$ cat src/rtl/dma2d_pkg.sv
package dma2d_pkg;

    // Field widths shared by the generator, its probe and its checker
    localparam int AG_ADDR_W = 32;
    localparam int AG_XLEN_W = 12;
    localparam int AG_YLEN_W = 8;
    localparam int AG_ID_W   = 5;
    localparam int AG_REG_W  = 32;

    typedef enum logic {
        ST_IDLE = 1'b0,
        ST_RUN  = 1'b1
    } ag_state_e;

    typedef enum logic [2:0] {
        PRB_XLEN     = 3'd0,
        PRB_YLEN     = 3'd1,
        PRB_SRC_ADDR = 3'd2,
        PRB_DST_ADDR = 3'd3,
        PRB_DESC     = 3'd4
    } ag_probe_e;

    typedef struct packed {
        logic [AG_ADDR_W-1:0] src_base;
        logic [AG_ADDR_W-1:0] dst_base;
        logic [AG_ADDR_W-1:0] src_stride;
        logic [AG_ADDR_W-1:0] dst_stride;
        logic [AG_XLEN_W-1:0] xlen_m1;
        logic [AG_YLEN_W-1:0] ylen_m1;
        logic                 cyclic;
        logic [AG_ID_W-1:0]   id;
    } ag_req_t;

    function automatic int unsigned wider_log2(int unsigned a, int unsigned b);
        return (a > b) ? a : b;
    endfunction

endpackage

$ cat src/rtl/dma2d_norm.sv
module dma2d_norm
    import dma2d_pkg::*;
#(
    parameter int unsigned SRC_LOG2 = 2,
    parameter int unsigned DST_LOG2 = 3,
    parameter bit          SRC_MEM  = 1'b1,
    parameter bit          DST_MEM  = 1'b1,
    parameter bit          HAS_2D   = 1'b1
) (
    input  ag_req_t              raw,
    output ag_req_t              norm,
    input  logic [2:0]           probe_sel,
    input  logic [AG_REG_W-1:0]  probe_wdata,
    output logic [AG_REG_W-1:0]  probe_rdata
);
    localparam int unsigned WIDE_LOG2 = wider_log2(SRC_LOG2, DST_LOG2);
    localparam logic [AG_ADDR_W-1:0] ALIGN_M = AG_ADDR_W'((1 << WIDE_LOG2) - 1);
    localparam logic [AG_XLEN_W-1:0] XALIGN  = ALIGN_M[AG_XLEN_W-1:0];

    // Field rules, used both for request capture and for the probe
    function automatic logic [AG_ADDR_W-1:0] fix_addr(logic [AG_ADDR_W-1:0] v, bit is_mem);
        return is_mem ? (v & ~ALIGN_M) : '0;
    endfunction

    function automatic logic [AG_XLEN_W-1:0] fix_xlen(logic [AG_XLEN_W-1:0] v);
        return v | XALIGN;
    endfunction

    function automatic logic [AG_YLEN_W-1:0] fix_ylen(logic [AG_YLEN_W-1:0] v);
        return HAS_2D ? v : '0;
    endfunction

    always_comb begin
        norm            = raw;
        norm.src_base   = fix_addr(raw.src_base,   SRC_MEM);
        norm.dst_base   = fix_addr(raw.dst_base,   DST_MEM);
        norm.src_stride = fix_addr(raw.src_stride, SRC_MEM);
        norm.dst_stride = fix_addr(raw.dst_stride, DST_MEM);
        norm.xlen_m1    = fix_xlen(raw.xlen_m1);
        norm.ylen_m1    = fix_ylen(raw.ylen_m1);
    end

    always_comb begin
        unique case (probe_sel)
            PRB_XLEN:     probe_rdata = AG_REG_W'(fix_xlen(probe_wdata[AG_XLEN_W-1:0]));
            PRB_YLEN:     probe_rdata = AG_REG_W'(fix_ylen(probe_wdata[AG_YLEN_W-1:0]));
            PRB_SRC_ADDR: probe_rdata = AG_REG_W'(fix_addr(probe_wdata, SRC_MEM));
            PRB_DST_ADDR: probe_rdata = AG_REG_W'(fix_addr(probe_wdata, DST_MEM));
            PRB_DESC:     probe_rdata = AG_REG_W'({DST_MEM, SRC_MEM,
                                                   4'(SRC_LOG2), 4'(DST_LOG2)});
            default:      probe_rdata = '0;
        endcase
    end

endmodule

$ cat src/rtl/dma2d_col_cnt.sv
module dma2d_col_cnt #(
    parameter int W = 9
) (
    input  logic         clk,
    input  logic         rst,
    input  logic         clear,
    input  logic         step,
    input  logic [W-1:0] last_idx,
    output logic [W-1:0] idx,
    output logic         at_last
);
    assign at_last = (idx == last_idx);

    always_ff @(posedge clk) begin
        if (rst || clear) begin
            idx <= '0;
        end else if (step) begin
            idx <= at_last ? '0 : idx + W'(1);
        end
    end

endmodule

$ cat src/rtl/dma2d_row_walk.sv
module dma2d_row_walk #(
    parameter int AW = 32,
    parameter int YW = 8
) (
    input  logic          clk,
    input  logic          rst,
    input  logic          load,
    input  logic [AW-1:0] load_src,
    input  logic [AW-1:0] load_dst,
    input  logic [AW-1:0] wrap_src,
    input  logic [AW-1:0] wrap_dst,
    input  logic [AW-1:0] src_stride,
    input  logic [AW-1:0] dst_stride,
    input  logic [YW-1:0] last_row,
    input  logic          step,
    output logic [AW-1:0] row_src,
    output logic [AW-1:0] row_dst,
    output logic          at_last_row
);
    logic [YW-1:0] row_idx;

    assign at_last_row = (row_idx == last_row);

    always_ff @(posedge clk) begin
        if (rst) begin
            row_idx <= '0;
            row_src <= '0;
            row_dst <= '0;
        end else if (load) begin
            row_idx <= '0;
            row_src <= load_src;
            row_dst <= load_dst;
        end else if (step) begin
            if (at_last_row) begin
                row_idx <= '0;
                row_src <= wrap_src;
                row_dst <= wrap_dst;
            end else begin
                row_idx <= row_idx + YW'(1);
                row_src <= row_src + src_stride;
                row_dst <= row_dst + dst_stride;
            end
        end
    end

endmodule

$ cat src/rtl/dma2d_addrgen.sv
module dma2d_addrgen
    import dma2d_pkg::*;
#(
    parameter int unsigned SRC_LOG2 = 2,
    parameter int unsigned DST_LOG2 = 3,
    parameter bit          SRC_MEM  = 1'b1,
    parameter bit          DST_MEM  = 1'b1,
    parameter bit          HAS_2D   = 1'b1
) (
    input  logic                 clk,
    input  logic                 rst,
    input  logic                 req_valid,
    output logic                 req_ready,
    input  logic [AG_ADDR_W-1:0] req_src_addr,
    input  logic [AG_ADDR_W-1:0] req_dst_addr,
    input  logic [AG_ADDR_W-1:0] req_src_stride,
    input  logic [AG_ADDR_W-1:0] req_dst_stride,
    input  logic [AG_XLEN_W-1:0] req_xlen_m1,
    input  logic [AG_YLEN_W-1:0] req_ylen_m1,
    input  logic                 req_cyclic,
    input  logic [AG_ID_W-1:0]   req_id,
    output logic                 beat_valid,
    input  logic                 beat_ready,
    output logic [AG_ADDR_W-1:0] beat_src_addr,
    output logic [AG_ADDR_W-1:0] beat_dst_addr,
    output logic                 beat_row_last,
    output logic                 beat_req_last,
    output logic                 done_valid,
    output logic [AG_ID_W-1:0]   done_id,
    input  logic [2:0]           probe_sel,
    input  logic [AG_REG_W-1:0]  probe_wdata,
    output logic [AG_REG_W-1:0]  probe_rdata
);
    localparam int unsigned WIDE_LOG2 = wider_log2(SRC_LOG2, DST_LOG2);
    localparam int          COL_W     = AG_XLEN_W - int'(WIDE_LOG2);

    ag_state_e           state;
    ag_req_t             raw_req;
    ag_req_t             norm_req;
    ag_req_t             cur;
    logic                accept;
    logic                fire;
    logic                row_end;
    logic                req_end;
    logic [COL_W-1:0]    col_idx;
    logic [COL_W-1:0]    col_last;
    logic                col_at_last;
    logic                row_at_last;
    logic [AG_ADDR_W-1:0] row_src;
    logic [AG_ADDR_W-1:0] row_dst;
    logic [AG_ADDR_W-1:0] col_offset;

    always_comb begin
        raw_req.src_base   = req_src_addr;
        raw_req.dst_base   = req_dst_addr;
        raw_req.src_stride = req_src_stride;
        raw_req.dst_stride = req_dst_stride;
        raw_req.xlen_m1    = req_xlen_m1;
        raw_req.ylen_m1    = req_ylen_m1;
        raw_req.cyclic     = req_cyclic;
        raw_req.id         = req_id;
    end

    dma2d_norm #(
        .SRC_LOG2 (SRC_LOG2),
        .DST_LOG2 (DST_LOG2),
        .SRC_MEM  (SRC_MEM),
        .DST_MEM  (DST_MEM),
        .HAS_2D   (HAS_2D)
    ) u_norm (
        .raw         (raw_req),
        .norm        (norm_req),
        .probe_sel   (probe_sel),
        .probe_wdata (probe_wdata),
        .probe_rdata (probe_rdata)
    );

    assign req_ready  = (state == ST_IDLE);
    assign beat_valid = (state == ST_RUN);
    assign accept     = req_valid && req_ready;
    assign fire       = beat_valid && beat_ready;
    assign row_end    = fire && col_at_last;
    assign req_end    = row_end && row_at_last;
    assign col_last   = COL_W'(cur.xlen_m1 >> WIDE_LOG2);

    dma2d_col_cnt #(
        .W (COL_W)
    ) u_col (
        .clk      (clk),
        .rst      (rst),
        .clear    (accept),
        .step     (fire),
        .last_idx (col_last),
        .idx      (col_idx),
        .at_last  (col_at_last)
    );

    dma2d_row_walk #(
        .AW (AG_ADDR_W),
        .YW (AG_YLEN_W)
    ) u_row (
        .clk         (clk),
        .rst         (rst),
        .load        (accept),
        .load_src    (norm_req.src_base),
        .load_dst    (norm_req.dst_base),
        .wrap_src    (cur.src_base),
        .wrap_dst    (cur.dst_base),
        .src_stride  (cur.src_stride),
        .dst_stride  (cur.dst_stride),
        .last_row    (cur.ylen_m1),
        .step        (row_end),
        .row_src     (row_src),
        .row_dst     (row_dst),
        .at_last_row (row_at_last)
    );

    assign col_offset = AG_ADDR_W'(col_idx) << WIDE_LOG2;

    generate
        if (SRC_MEM) begin : g_src_mem
            assign beat_src_addr = row_src + col_offset;
        end else begin : g_src_stream
            assign beat_src_addr = '0;
        end
        if (DST_MEM) begin : g_dst_mem
            assign beat_dst_addr = row_dst + col_offset;
        end else begin : g_dst_stream
            assign beat_dst_addr = '0;
        end
    endgenerate

    assign beat_row_last = col_at_last;
    assign beat_req_last = col_at_last && row_at_last;

    always_ff @(posedge clk) begin
        if (rst) begin
            state      <= ST_IDLE;
            cur        <= '0;
            done_valid <= 1'b0;
            done_id    <= '0;
        end else begin
            done_valid <= req_end && !cur.cyclic;
            if (req_end && !cur.cyclic) begin
                done_id <= cur.id;
            end
            if (accept) begin
                cur   <= norm_req;
                state <= ST_RUN;
            end else if (req_end && !cur.cyclic) begin
                state <= ST_IDLE;
            end
        end
    end

endmodule

$ cat config.mk
export PLATFORM = sky130hd
export DESIGN_NAME = dma2d_addrgen
export DESIGN_NICKNAME = d
export VERILOG_FILES = /design/src/rtl/dma2d_pkg.sv /design/src/rtl/dma2d_norm.sv /design/src/rtl/dma2d_col_cnt.sv /design/src/rtl/dma2d_row_walk.sv /design/src/rtl/dma2d_addrgen.sv
export SDC_FILE = /design/constraint.sdc
export NUM_CORES = 1
export LEC_CHECK = 0
export ABC_AREA = 1
export CORE_MARGIN = 1.5
export CORE_UTILIZATION = 42
export CTS_CLUSTER_SIZE = 25
export DETAILED_ROUTE_END_ITERATION = 6
export GPL_TIMING_DRIVEN = 1
export PLACE_DENSITY_LB_ADDON = 0.2
export REMOVE_ABC_BUFFERS = 1
export SYNTH_ARGS = -nofsm -noshare
export SYNTH_HDL_FRONTEND = slang
export SYNTH_HIERARCHICAL = 1
export SYNTH_SLANG_ARGS = --single-unit
export TNS_END_PERCENT = 20
$ cat constraint.sdc
create_clock -name clk -period 2.7 [get_ports clk]
set_input_delay 0.27 -clock clk [delete_from_list [all_inputs] [get_ports clk]]
set_output_delay 0.27 -clock clk [all_outputs]
set_load 0.005 [all_outputs]
# Word level (Yosys, flattened, before mapping)
# Cells that the tools add are included.
[word_totals]
ff_bits = 230
latch_bits = 0
ramBits = 0
mem_bits_ro = 0
input_bits = 193
out_inout_bits = 106
wordCells = 54
mem_count = 0
[classes]
n_addsub = 6
mul = 0
n_div = 0
n_lt_le_gt_ge = 0
n_eq_ne = 6
shifts = 0
mux = 11
n_bitwise = 1
n_reduce_logical = 13
[op_table]
columns = ["operator", "count"]
rows = [
  ["$mux W32", 6],
  ["$pmux W32 S4", 1],
  ["$add A32 B12 Y32", 2],
  ["$add A32 B32 Y32", 2],
  ["$add A9 B1 Y9 const B", 1],
  ["$eq A9 B9 Y1", 1],
  ["$mux W9", 1],
  ["$add A8 B1 Y8 const B", 1],
  ["$eq A8 B8 Y1", 1],
  ["$mux W8", 1],
  ["$eq A3 B2 Y1 const B", 2],
  ["$logic_and A1 B1 Y1", 6],
  ["$reduce_bool A2 Y1", 2],
  ["$reduce_or A2 Y1", 2],
  ["$eq A3 B1 Y1 const B", 1],
  ["$eq A3 B3 Y1 const B", 1],
  ["$logic_not A3 Y1", 1],
  ["$mux W1", 2],
  ["$logic_not A1 Y1", 1],
  ["$logic_or A1 B1 Y1", 1],
  ["$not A1 Y1", 1],
]

# Logic depth before layout (Yosys ltp)
# Gate-level depths: netlist (run 1).
[logic_depth]
depth_word = 6
depth_mapped = 14
mapped_depth_nobuf = 13

# By module
# The synthesis (run 1) kept the hierarchy.
[modules_own_cells]
columns = ["module", "instances", "cells_per_inst", "area_per_inst_um2", "seq_area_each_um2"]
rows = [
  ["dma2d_row_walk", 1, 1475, 8319.2, 1441.4],
  ["dma2d_addrgen", 1, 1263, 8067.7, 3163.0],
  ["dma2d_norm", 1, 230, 1516.5, 0.0],
  ["dma2d_col_cnt", 1, 86, 568.0, 180.2],
]

# Least setup slack after synthesis (run 1)
# No wires, ideal clock.
[synth_timing]
path_kind = "register to register"
startpoint = "register u_col.idx[4]"
endpoint = "register u_row.row_dst[11]"
setup_time_ns = 0.070
arrival_ns = 2.349
t_required_ns = 2.630
path_slack_ns = 0.280
stages_incl_launch_ff = 12
n_path_buf = 1
period_less_slack_ns = 2.420
path_cell_list = "dfxtp_1 xnor2_1 nand2_1 nor4_1 inv_1 nor2_1 inv_2 nor2_4 clkbuf_1 o21ai_0 o21bai_1 a21oi_1"
[synth_via]
elab_chain_cells = 3
[synth_rtl]
columns = ["item", "line_no", "text"]
rows = [
  ["from (decl)", "dma2d_col_cnt.sv:9", "output logic [W-1:0] idx,"],
  ["from (signal assigned)", "dma2d_col_cnt.sv:18", "idx <= at_last ? '0 : idx + W'(1);"],
  ["$eq A9 B9 Y1", "dma2d_col_cnt.sv:12", "assign at_last = (idx == last_idx);"],
  ["net beat_row_last", "dma2d_addrgen.sv:26", "output logic beat_row_last,"],
  ["$logic_and A1 B1 Y1", "dma2d_addrgen.sv:82", "assign row_end = fire && col_at_last;"],
  ["net row_end", "dma2d_addrgen.sv:43", "logic row_end;"],
  ["$reduce_bool A2 Y1 (no source line)", "-", ""],
  ["to (signal assigned)", "dma2d_row_walk.sv:32", "row_dst <= load_dst;"],
  ["to (signal assigned)", "dma2d_row_walk.sv:37", "row_dst <= wrap_dst;"],
  ["to (signal assigned)", "dma2d_row_walk.sv:41", "row_dst <= row_dst + dst_stride;"],
  ["to (decl)", "dma2d_row_walk.sv:17", "output logic [AW-1:0] row_dst,"],
]
# The timed path passes the listed nets, and every way through them passes these cells.
# A chain may end at the register's enable or synchronous reset.

# Final worst setup path (run 1)
[layout_timing]
startpoint = "register u_col.idx[7]"
endpoint = "output beat_dst_addr[30]"
[layout_via]
elab_chain_cells = 1
[layout_rtl]
columns = ["item", "line_no", "text"]
rows = [
  ["$add A32 B12 Y32", "dma2d_addrgen.sv:127", "assign beat_dst_addr = row_dst + col_offset;"],
  ["to (decl)", "dma2d_addrgen.sv:25", "output logic [AG_ADDR_W-1:0] beat_dst_addr,"],
]
# Every way passes these cells.

==> results of run 1 <==
power groups by stage:
stage | Sequential [mW] | Combinational, mW | Clock [mW]
2_1_floorplan | 3.94 | 1.17 | 0
3_3_place_gp | 4.03 | 2.18 | 0
3_5_place_dp | 4.03 | 2.21 | 0
4_1_cts | 3.96 | 2.23 | 4.27
5_1_grt | 3.99 | 2.46 | 4.38
6_report | 3.97 | 2.22 | 4.17
area by class of cell:
class | instances | area, um^2 | share of cell area [%]
clock buffers | 38 | 819.5 | 3.611
multi-input cells | 2163 | 11160 | 49.17
clock inverters | 13 | 192.7 | 0.8490
inverters | 416 | 1574 | 6.935
flip-flops and latches | 239 | 4842 | 21.33
repair buffers | 341 | 3376 | 14.87
well taps | 585 | 732.0 | 3.225
worst max-delay path by stage:
| stage | slack, ns | to | depth (start not counted) |
|---|---|---|---|
| after floorplan | -1.80 | u_row/row_dst[10] | 6 |
| after global placement | 0.07 | beat_src_addr[15] | 9 |
| after detailed placement | 0.02 | beat_dst_addr[15] | 9 |
| after CTS | -0.18 | beat_dst_addr[30] | 10 |
| after global routing | -0.27 | beat_dst_addr[30] | 10 |
| final | -0.14 | beat_dst_addr[30] | 10 |
layer usage:
metal	GRT usage, %	vias up
met5	0	-
met4	10.22	0
met3	3.220	128
met2	46.52	493
met1	31.30	8434
li1	-	9642
sequential cells by signal (all words and copies together), names as in the netlist:
signal and flops:
u_row/row_dst 32, u_row/row_src 32, u_col/idx 9, u_row/row_idx 8
col_last 9, beat_valid 1, done_valid 1, cur 142
done_id 5
worst max-delay path: cells and delay by family, from the launching register on:
family / cells / cell delay, ns
flops: 1 / 0.38
fa+ha+maj: 1 / 0.30
simple gates: 7 / 0.71
buf+inv: 2 / 0.59
what timing repair did:
action | in CTS | in global routing
resized for setup | 208 | 49
endpoints found under the setup margin | 56 | 43
pin swaps | 39 | 17
buffers inserted | 10 | 3
==> impl_metrics.tcl, run 1 <==
set metrics [dict create \
    synth_area_um2 18450 \
    p_seq_share_pct 38.3 \
    top_layer "met4" \
    viasPerCell 4.927 \
    cts_made_buffers 28 \
    tightest_slew_ns 0.7352 \
    gr-total-overflow 0 \
    pre_cts_ws_ns 0.01665 \
    diodes 0 \
    maxCapViolCount 0 \
    cts_hold_buf 0 \
    grt_use_total_pct 25.94 \
    synthCells 3050 \
    wl_met1_um 25490 \
    fmax_mhz 351.6 \
    cts.sinks 239 \
    rows 76 \
    hold_end "u_row/row_src[26]" \
    hold_start "rst" \
    synth_warnings 6 \
    p_sw_share_pct 29.51 \
    power.density_nw_per_um2 456.2 \
    skew_ns 0.02672 \
    die_w_um 212.6 \
    clockBufferDepth 3 \
    clock-root-buffer "clkbuf_16" \
    grt_pass1_vias 18040 \
    dpl.cell_count 3732 \
    r2r_cells 13 \
    ios 299 \
    drtAntennaViolNets 0 \
    cts_htree_levels 1 \
    whs_ns 0.1671 \
    period_needed_ns 2.844 \
    vdd_drop_max_mv 0.4265 \
    place_congestion 0.9814 \
    status "finished with violations" \
    final_cell_mix "1108 x nand2_1, 409 x inv_1, 253 x a21oi_1, 239 x clkdlybuf4s50_1, 209 x dfxtp_1" \
    worstPathRequired_ns 2.43 \
    min_period_over_period_pct 105.3 \
    p_leak_nw 11.30 \
    min_path_type "in2reg" \
    crit_start "u_col/idx[7]" \
    switchingPower_mw 3.055 \
    grt_pass1_wl_um 92740 \
    final_common_cell "nand2_1" \
    worst-r2r-setup-slack_ns 0.27 \
    hold_depth 2 \
    cp-start-kind "register" \
    core_area_um2 43170 \
    vias 18700 \
    hold_viol 0 \
    drive_gt1_share_pct 9.315 \
    die_area_um2 45180 \
    placed_area_um2 20940 \
    fin_tns_setup_ns -0.5774 \
    portBuffers 283 \
    avgSynthCellArea_um2 6.048 \
    finalSetupViolations 8 \
    path_cells "ha_4 > nand2_1 > inv_1 > nand2_1 > nor2_1 > nand2_1 > nand3_4 > nand3b_1 > nand2_2 > clkdlybuf4s50_1" \
    met2_wirelength_um 28430 \
    drt_iter0_drc 1062 \
    wl_um 59560 \
    clkLatencyLatePin_ns 0.58 \
    drc 0 \
    end_kind "output pin" \
    crit_path_max_incr_delay_ns 0.50 \
    relSlewSlack_pct 50.99 \
    nFillCells 4454 \
    synthToLayoutAreaGrowth_pct 23.05 \
    rr_startpoint "u_col/idx[6]" \
    path_clk_slew_ns 0.06 \
    p_int_mw 7.298 \
    combPwrFrac_pct 21.4 \
    reg2reg_to "u_row/row_dst[13]" \
    die_h_um 212.6 \
    totalPowerFinal_mw 10.35 \
    cts_tree "yes" \
    fin_area_um2 22700 \
    antenna_found_initial 0 \
    fin_cells 3795 \
    start_util_pct 42.73 \
    path_common_cell "nand2_1" \
    dp_hpwl_um 45320 \
    worstSetupPathType "reg2out" \
    wl_met3_um 2989 \
    fin_nets 3468 \
    wl_per_cell_um 15.69 \
    worst_slack_ns -0.1439 \
    critPathArrivalTime_ns 2.57 \
    final_util_pct 52.57 \
    violations "negative setup slack" \
    drt_first_pass_iters 5 \
    grt_max_degree 153 \
    path_max_fanout 7 \
    p_clk_share_pct 40.2 \
    drv_slew 0 \
    cp_slowest_cell "clkdlybuf4s50_1" \
    rsz0062_at_grt "true" \
]
(Power assumes the default switching activity.)
==> inputs of run 2 (changes only) <==
Settings changed: CTS_BUF_LIST set to sky130_fd_sc_hd__clkbuf_8 sky130_fd_sc_hd__clkbuf_16.
==> run 2 against run 1 <==
  * The run still ends with negative setup slack left
  * Clock-buffer cell count decreased by 3
  * Fmax unchanged
  * Global-route usage unchanged
  * Highest routed layer unchanged
  * Sequential share of layout area did not move
==> impl_metrics.tcl, run 2 (synthesis results as in run 1) <==
set metrics [dict create \
    min_path_type "in2reg" \
    drtAntennaViolNets 0 \
    fin_nets 3468 \
    rows 76 \
    finalSetupViolations 8 \
    vdd_drop_max_mv 0.4263 \
    clockBufferDepth 3 \
    die_h_um 212.6 \
    core_area_um2 43170 \
    cp_slowest_cell "clkdlybuf4s50_1" \
    end_kind "output pin" \
    status "finished with violations" \
    path_delay_family "simple AND/OR/NAND/NOR gates" \
    die_w_um 212.6 \
    final_cell_mix "1108 x nand2_1, 412 x inv_1, 253 x a21oi_1, 239 x clkdlybuf4s50_1, 209 x dfxtp_1" \
    gr-total-overflow 0 \
    met3_usage_pct 3.220 \
    portBuffers 283 \
    violations "negative setup slack" \
    drt_iter0_drc 1056 \
    tightest_slew_ns 0.7362 \
    grt_util_met2_pct 46.52 \
    grt_pass1_wl_um 92740 \
    cts_made_buffers 28 \
    diodes 0 \
    final_util_pct 52.57 \
    top_register "cur" \
    largest_reg_flops 142 \
    combPwrFrac_pct 21.5 \
    p_leak_nw 11.31 \
    relSlewSlack_pct 50.92 \
    cts_tree "yes" \
    drt_first_pass_iters 5 \
    cts_htree_levels 1 \
    skew_ns 0.02690 \
    wl_um 59580 \
    drive_gt1_share_pct 9.315 \
    fin_area_um2 22700 \
    grt_pass1_vias 18040 \
    grt_use_total_pct 25.94 \
    dp_hpwl_um 45320 \
    maxCapViolCount 0 \
    path_clk_slew_ns 0.06 \
    pre_cts_ws_ns 0.01665 \
    power.density_nw_per_um2 455.8 \
    switchingPower_mw 3.059 \
    path_cells "ha_4 > nand2_1 > inv_1 > nand2_1 > nor2_1 > nand2_1 > nand3_4 > nand3b_1 > nand2_2 > clkdlybuf4s50_1" \
    placed_area_um2 20940 \
    path_common_cell "nand2_1" \
    whs_ns 0.1654 \
    wl_per_cell_um 15.70 \
    vias 18710 \
    worstSetupPathType "reg2out" \
    rsz0062_at_grt "true" \
    cp-start-kind "register" \
    worstPathRequired_ns 2.43 \
    critPathBufInv 2 \
    crit_path_max_incr_delay_ns 0.50 \
    clock-root-buffer "clkbuf_16" \
    place_congestion 0.9814 \
    min_period_over_period_pct 105.3 \
    worst_slack_ns -0.1439 \
    antenna_found_initial 0 \
    p_seq_share_pct 38.3 \
    ios 299 \
    final_common_cell "nand2_1" \
    p_sw_share_pct 29.57 \
    grt_max_degree 153 \
    synthToLayoutAreaGrowth_pct 23.05 \
    die_area_um2 45180 \
    start_util_pct 42.73 \
    fmax_mhz 351.6 \
    path_max_fanout 7 \
    period_needed_ns 2.844 \
    grt_use_met1_pct 31.30 \
    drc 0 \
    reg_top3 "cur (142), u_row/row_dst (32), u_row/row_src (32)" \
    top_usage_layer "met2" \
    worst-r2r-setup-slack_ns 0.27 \
    critPathArrivalTime_ns 2.57 \
    p_int_mw 7.287 \
    clkLatencyLatePin_ns 0.58 \
    cts.sinks 239 \
    drv_slew 0 \
    p_clk_share_pct 40.2 \
    viasPerCell 4.931 \
    hold_viol 0 \
]
-- run 2: changes by cell type in the layout (fill, tap and decap cells not counted) --
cell,delta
clkbuf_1,-3
inv_1,+3
-- run 2: power by group through the flow --
stage          clock network [mW]  logic [mW]  registers (mW)
6_report                     4.16        2.22            3.97
5_1_grt                      4.37        2.46            3.99
4_1_cts                      4.26        2.23            3.96
3_5_place_dp                    0        2.21            4.03
3_3_place_gp                    0        2.18            4.03
2_1_floorplan                   0        1.17            3.94
-- run 2: worst register-to-register path: stages, from the launching register on --
cell      delay (ns)
dfxtp_4         0.37
buf_4           0.16
xnor2_1         0.16
nand2_1         0.12
nor4_4          0.31
inv_1           0.06
nor2_1          0.10
buf_4           0.19
inv_2           0.08
nor2_4          0.14
buf_12          0.23
o21ai_0         0.14
o21bai_1        0.16
a21oi_1         0.13
-- run 2: path summary, 6_finish.rpt --
kind                            end  depth (start not counted)    startpoint
setup / recovery  beat_dst_addr[30]                         10  u_col/idx[7]
setup reg to reg  u_row/row_dst[13]                         13  u_col/idx[6]
hold / removal    u_row/row_src[26]                          2           rst
hold reg to reg            cur[134]                          2      cur[134]
-- run 2: area by class of cell --
class	instances	area (um^2)
Sequential cell	239	4842
Timing Repair Buffer	341	3376
Fill cell	4454	20470
Multi-Input combinational cell	2163	11160
Inverter	416	1574
Clock buffer	35	808.3
Tap cell	585	732.0
Clock inverter	16	203.9
-- run 2: timing repair --
action	4_1_cts	5_1_grt
pin swaps	39	17
gates resized for setup	208	49
setup buffers	10	3
hold buffers	0	0
endpoints found under the setup margin	56	43
-- run 2: metrics by stage --
step	cells	total power, mW	TNS [ns]
6_report	3795	10.35	-0.5804
3_5_place_dp	3732	6.238	0
4_1_cts	3792	10.45	-2.001
2_1_floorplan	2818	5.110	-208.03
3_3_place_gp	3732	6.211	0
5_1_grt	3795	10.81	-2.357
-- run 2: metal layers --
metal | wire, um | share of wire, % | up-vias
li1 | - | - | 9639
met2 | 28410 | 48 | 496
met5 | 0 | 0 | -
met4 | 2627 | 4.4 | 0
met1 | 25460 | 43 | 8451
met3 | 3081 | 5.2 | 126
==> inputs of run 3 (changes only) <==
Settings changed: HOLD_SLACK_MARGIN set to 0.12.
==> results of run 3 <==
The final DEF is identical to that of run 2; final timing and power are the same.
